File: src/rtl/vfw_pkg.sv
package vfw_pkg;
  localparam logic FIELD_ODD  = 1'b0;
  localparam logic FIELD_EVEN = 1'b1;

  typedef struct packed {
    logic vsync;
    logic field;
    logic active;
  } vfw_flags_t;
endpackage

File: src/rtl/vfw_line_timer.sv
module vfw_line_timer #(
  parameter int unsigned TIMEOUT_LINES = 337
) (
  input  logic clk_i,
  input  logic rst_ni,
  input  logic srst_i,
  input  logic line_stb_i,
  input  logic vsync_det_i,
  output logic evt_o
);
  localparam int unsigned CNT_W = (TIMEOUT_LINES > 2) ? $clog2(TIMEOUT_LINES) : 1;
  localparam logic [CNT_W-1:0] LAST = CNT_W'(TIMEOUT_LINES - 1);

  logic [CNT_W-1:0] cnt_q;
  logic             timeout;

  assign timeout = line_stb_i && !vsync_det_i && (cnt_q == LAST);
  assign evt_o   = !srst_i && (vsync_det_i || timeout);

  always_ff @(posedge clk_i or negedge rst_ni) begin
    if (!rst_ni)                     cnt_q <= '0;
    else if (srst_i || vsync_det_i)  cnt_q <= '0;
    else if (line_stb_i)             cnt_q <= (cnt_q == LAST) ? '0 : cnt_q + 1'b1;
  end

  AST_CNT_BOUND: assert property (@(posedge clk_i) disable iff (!rst_ni)
    cnt_q <= LAST) else $error("count past timeout");
  AST_DET_RESTART: assert property (@(posedge clk_i) disable iff (!rst_ni)
    vsync_det_i |=> cnt_q == '0) else $error("detect did not restart count");
endmodule

File: src/rtl/vfw_pulse_gen.sv
module vfw_pulse_gen #(
  parameter int unsigned PULSE_LINES = 3
) (
  input  logic clk_i,
  input  logic rst_ni,
  input  logic srst_i,
  input  logic line_stb_i,
  input  logic evt_i,
  output logic vsync_o
);
  localparam int unsigned PW = $clog2(PULSE_LINES + 1);

  logic [PW-1:0] left_q;

  always_ff @(posedge clk_i or negedge rst_ni) begin
    if (!rst_ni)                       left_q <= '0;
    else if (srst_i)                   left_q <= '0;
    else if (evt_i)                    left_q <= PW'(PULSE_LINES);
    else if (line_stb_i && left_q != 0) left_q <= left_q - 1'b1;
  end

  assign vsync_o = (left_q != '0);

  AST_PULSE_START: assert property (@(posedge clk_i) disable iff (!rst_ni)
    (evt_i && !srst_i) |=> vsync_o) else $error("no pulse on event");
  AST_PULSE_HOLD: assert property (@(posedge clk_i) disable iff (!rst_ni)
    (vsync_o && !line_stb_i && !srst_i) |=> vsync_o) else $error("pulse ended off strobe");
endmodule

File: src/rtl/vfw_field_ctl.sv
module vfw_field_ctl
  import vfw_pkg::*;
(
  input  logic clk_i,
  input  logic rst_ni,
  input  logic srst_i,
  input  logic line_stb_i,
  input  logic evt_i,
  output logic field_o,
  output logic oe_o
);
  always_ff @(posedge clk_i or negedge rst_ni) begin
    if (!rst_ni) begin
      field_o <= FIELD_EVEN;
      oe_o    <= 1'b0;
    end else if (srst_i) begin
      field_o <= FIELD_EVEN;
      oe_o    <= 1'b0;
    end else begin
      if (evt_i)      field_o <= ~field_o;
      if (line_stb_i) oe_o    <= 1'b1;
    end
  end

  AST_FIELD_TOGGLE: assert property (@(posedge clk_i) disable iff (!rst_ni)
    (evt_i && !srst_i) |=> field_o != $past(field_o)) else $error("field did not flip");
  AST_FIELD_HOLD: assert property (@(posedge clk_i) disable iff (!rst_ni)
    (!evt_i && !srst_i) |=> $stable(field_o)) else $error("field moved without event");
  AST_OE_KEEP: assert property (@(posedge clk_i) disable iff (!rst_ni)
    (oe_o && !srst_i) |=> oe_o) else $error("enable dropped");
  AST_SRST_HIZ: assert property (@(posedge clk_i) disable iff (!rst_ni)
    srst_i |=> !oe_o) else $error("enable after soft reset");
endmodule

File: src/rtl/vfw_active_gen.sv
module vfw_active_gen (
  input  logic clk_i,
  input  logic rst_ni,
  input  logic srst_i,
  input  logic active_i,
  input  logic burst_i,
  output logic active_o
);
  always_ff @(posedge clk_i or negedge rst_ni) begin
    if (!rst_ni)     active_o <= 1'b0;
    else if (srst_i) active_o <= 1'b0;
    else             active_o <= active_i | burst_i;
  end

  AST_BURST_ACTIVE: assert property (@(posedge clk_i) disable iff (!rst_ni)
    (burst_i && !srst_i) |=> active_o) else $error("active low in burst");
endmodule

File: src/rtl/vsync_flywheel.sv
module vsync_flywheel
  import vfw_pkg::*;
#(
  parameter int unsigned TIMEOUT_LINES = 337,
  parameter int unsigned PULSE_LINES   = 3
) (
  input  logic clk_i,
  input  logic rst_ni,
  input  logic soft_rst_i,
  input  logic line_stb_i,
  input  logic vsync_det_i,
  input  logic active_i,
  input  logic burst_i,
  output logic vsync_o,
  output logic vsync_oe_o,
  output logic field_o,
  output logic field_oe_o,
  output logic active_o,
  output logic active_oe_o
);
  localparam int unsigned N_OUT = 3;

  logic       evt;
  logic       oe;
  vfw_flags_t flags;
  logic [N_OUT-1:0] oe_vec;

  vfw_line_timer #(.TIMEOUT_LINES(TIMEOUT_LINES)) u_timer (
    .clk_i, .rst_ni, .srst_i(soft_rst_i), .line_stb_i, .vsync_det_i, .evt_o(evt)
  );

  vfw_pulse_gen #(.PULSE_LINES(PULSE_LINES)) u_pulse (
    .clk_i, .rst_ni, .srst_i(soft_rst_i), .line_stb_i, .evt_i(evt), .vsync_o(flags.vsync)
  );

  vfw_field_ctl u_field (
    .clk_i, .rst_ni, .srst_i(soft_rst_i), .line_stb_i, .evt_i(evt),
    .field_o(flags.field), .oe_o(oe)
  );

  vfw_active_gen u_active (
    .clk_i, .rst_ni, .srst_i(soft_rst_i), .active_i, .burst_i, .active_o(flags.active)
  );

  for (genvar g = 0; g < N_OUT; g++) begin : g_oe
    assign oe_vec[g] = oe;
  end

  assign vsync_o     = flags.vsync;
  assign field_o     = flags.field;
  assign active_o    = flags.active;
  assign vsync_oe_o  = oe_vec[0];
  assign field_oe_o  = oe_vec[1];
  assign active_oe_o = oe_vec[2];

  AST_OE_ALIGNED: assert property (@(posedge clk_i) disable iff (!rst_ni)
    $rose(vsync_oe_o) |-> $past(line_stb_i)) else $error("enable without strobe");
endmodule

File: config.mk
export PLATFORM = sky130hd
export DESIGN_NAME = vsync_flywheel
export DESIGN_NICKNAME = d
export VERILOG_FILES = /design/src/rtl/vfw_pkg.sv /design/src/rtl/vfw_line_timer.sv /design/src/rtl/vfw_pulse_gen.sv /design/src/rtl/vfw_field_ctl.sv /design/src/rtl/vfw_active_gen.sv /design/src/rtl/vsync_flywheel.sv
export SDC_FILE = /design/constraint.sdc
export NUM_CORES = 1
export LEC_CHECK = 0
export ABC_AREA = 1
export BUFFER_PORTS_ARGS = -buffer_cell sky130_fd_sc_hd__buf_2
export CAP_MARGIN = 20
export CORE_AREA = 2 2 43 45
export DETAILED_ROUTE_END_ITERATION = 7
export DIE_AREA = 0 0 45 47
export GPL_ROUTABILITY_DRIVEN = 0
export PLACE_DENSITY = 0.69
export SLEW_MARGIN = 20
export SYNTH_ARGS = -nofsm -noshare
export SYNTH_HDL_FRONTEND = slang
export SYNTH_SLANG_ARGS = --single-unit
File: constraint.sdc
create_clock -name clk_i -period 1.31 [get_ports clk_i]
set_input_delay 0.3275 -clock clk_i [delete_from_list [all_inputs] [get_ports clk_i]]
set_output_delay 0.3275 -clock clk_i [all_outputs]
set_load 0.05 [all_outputs]
==> qor.yml <==
synthesis:
  syn_nets: 114
  ys_types: 24
  yosys_register_bits: 14
  synth-async-reset-ratio: 1.00
  synth.top_cells.by_count: "20 x nand2_1, 15 x nor2_1, 14 x inv_1"
  yosysTopAreaCell: "dfrtp_1"
  synth_area_sq_um: 818
  synth_edf_count: 0
  syn_area_per_cell_sq_um: 7.87
  seq_area_frac_synth: 0.430
  yosys.cell_count.top_type: "nand2_1"
  yosys_most_used_dff: "dfrtp_1"
  yosysWarnings: 0
  synth_top_area_share: 0.398
  synthCells: 104
  synthTopCellsByArea: "dfrtp_1 40%, nand2_1 9.2%, nor2_1 6.9%"
floorplanning:
  die_x_um: 45
  die_height_um: 47
  start_util: 0.495
  rows: 15
  pin_count: 13
  core_sq_um: 1650
  die-area_sq_um: 2120
sta:
  max_slew.worst_pin.slew_ps: 322
  timing.fmax_mhz: 666
  max-slew-margin-rel: 0.785
  hold_violations: 0
  drv_slew: 0
  final.period_utilization: 1.15
  worst_slack_ps: -192
  final.min_clock_period_ps: 1500
  setup_viol: 2
  grt_setup_unrepaired: "true"
  skew_ps: 8.10
worst_setup_path:
  endpoint_kind: "output port"
  cp_max_fo: 2
  critPathKind: "reg2out"
  required_ps: 980
  worstPathArrival_ps: 1170
  crit_path_start_kind: "register"
clocking:
  root_buffer: "clkbuf_4"
  cts_buffers: 3
  htreeDepth: 1
  cts.path.max_buffers: 2
  cts_tree: "done"
  clkLatencyLatePin_ps: 280
  clk_transition_reported_paths_ps: 90
  cts.sinks: 14
drt:
  drt-vias-per-instance: 5.13
  num_vias: 749
  wl_met1_um: 797
  drt-total-wl_mm: 1.93
  routedWlPerCell_um: 13.2
  route.met3.wl_um: 71
  drt_iter0_drc: 8
  dr_wl_met2_mm: 1.04
  drc: 0
  top_layer_used: "met4"
  detail-route-antenna-nets: 0
  drt_first_pass_iters: 4
grt:
  grt-ovfl-total: 0
  grt_max_degree: 15
  grt_pass1_vias: 663
  track_usage: 0.178
  antenna_found_initial: 0
  grt_pass1_wl_mm: 2.70
final_layout:
  n_antenna_cell: 0
  multi_input_area_sq_um: 515
  seqCellArea_sq_um: 353
  fin_cells: 146
  final_nets: 140
  drive_gt1_frac: 0.488
  syn2layout_area_growth_pct: 40.8
  fillers: 126
hold_path:
  hp-class: "in2reg"
placed_design:
  dp.cells: 134
  dp_hpwl_mm: 1.24
  numPortBuffers: 12
pwr:
  ir_drop_mv: 0.703
  power_density_nw_per_um2: 1010
  fin_total_pwr_w: 0.00116
  power_leakage_nw: 0.540
run_status:
  failed_checks: "negative setup slack"
  status: "complete, but fails checks"
job:
  drv_cap: 0
-- final timing paths --
kind	depth (start not counted)	to	slack (ps)	from
worst max-delay path	4	vsync_o	-190	u_pulse.left_q[0]$_DFFE_PN0P_
worst min-delay path	3	u_active.active_o$_DFF_PN0_	250	active_i
worst max register to register	9	u_pulse.left_q[1]$_DFFE_PN0P_	-10	u_timer.cnt_q[1]$_DFFE_PN0P_
worst min register to register	2	u_field.field_o$_DFFE_PN1P_	550	u_field.field_o$_DFFE_PN1P_
max in group asynchronous	2	u_field.field_o$_DFFE_PN1P_	550	rst_ni
min in group asynchronous	2	u_timer.cnt_q[3]$_DFFE_PN0P_	460	rst_ni
-- sequential cells by signal (all words and copies together) (netlist names) --
name and flops:
u_field.field_o 1, u_timer.cnt_q 9, u_field.oe_o 1, u_pulse.left_q 2, u_active.active_o 1
-- worst max-delay path, cell delays in order (launching register included) --
cell and delay, ps:
dfrtp_1 400, inv_1 70, ha_2 180, clkinvlp_4 100, buf_8 150
-- cell type report --
cell class                 instances  share of cell area
clock buffer                       4              0.0228
inverter                          17              0.0586
multi-input combinational         71               0.447
sequential                        14               0.306
tap                               17              0.0185
timing repair buffer              23               0.147
-- per-layer routing --
layer	up-vias	GRT usage
met5	-	0
met4	0	0.0706
met3	4	0.0346
met2	16	0.306
met1	356	0.220
li1	373	-
-- what timing repair did --
item / 4_1_cts / 5_1_grt
buffers inserted: 4 / 3
hold buffers: 1 / 0
pin swaps: 2 / 10
gates resized for setup: 9 / 28
hold endpoints to repair: 13 / 0
endpoints found under the setup margin: 6 / 13
-- metrics by stage --
step	setup WS (ps)	instance area (sq um)	util	hold slack, ps	TNS, ps
2_1_floorplan	-4.92	832	-	31.9	-9.85
3_3_place_gp	4.21	921	0.558	237	0
3_5_place_dp	-19.4	921	0.558	241	-19.4
4_1_cts	-184	1010	0.613	259	-200
5_1_grt	-234	1150	0.698	266	-641
6_report	-192	1150	0.698	254	-202
-- kinds of logic after synthesis --
logic type               Yosys count  share of synthesized area
AND/OR/NAND/NOR                   58                      0.355
buffers and inverters             19                     0.0963
XOR/XNOR                           2                     0.0214
adder cells (fa/ha/maj)            3                     0.0459
AO/OA/AOI/OAI                      8                     0.0520
flip-flops                        14                      0.430
-- where the power goes --
group	switching [W]	internal, W
clock	0.000144	0.000118
combinational	0.000228	0.000175
sequential	0.0000254	0.000468
total	0.000398	0.000762
-- layout by cell type, fill, tap and decap left out, drive strengths merged --
cell type / netlist / layout
a21oi: 2 / 2
a31oi: 1 / 1
and2: 1 / 1
buf: 2 / 22
clkbuf: 0 / 4
clkinvlp: 0 / 1
dfrtp: 13 / 13
dfstp: 1 / 1
dlygate4sd3: 0 / 1
ha: 3 / 3
inv: 17 / 16
nand2: 24 / 24
nand3: 11 / 11
nand4: 2 / 2
nor2: 19 / 19
nor3b: 1 / 1
o21ai: 4 / 4
o22ai: 1 / 1
xnor2: 1 / 1
xor2: 1 / 1
Note: power is estimated with default switching activity, not from simulation.
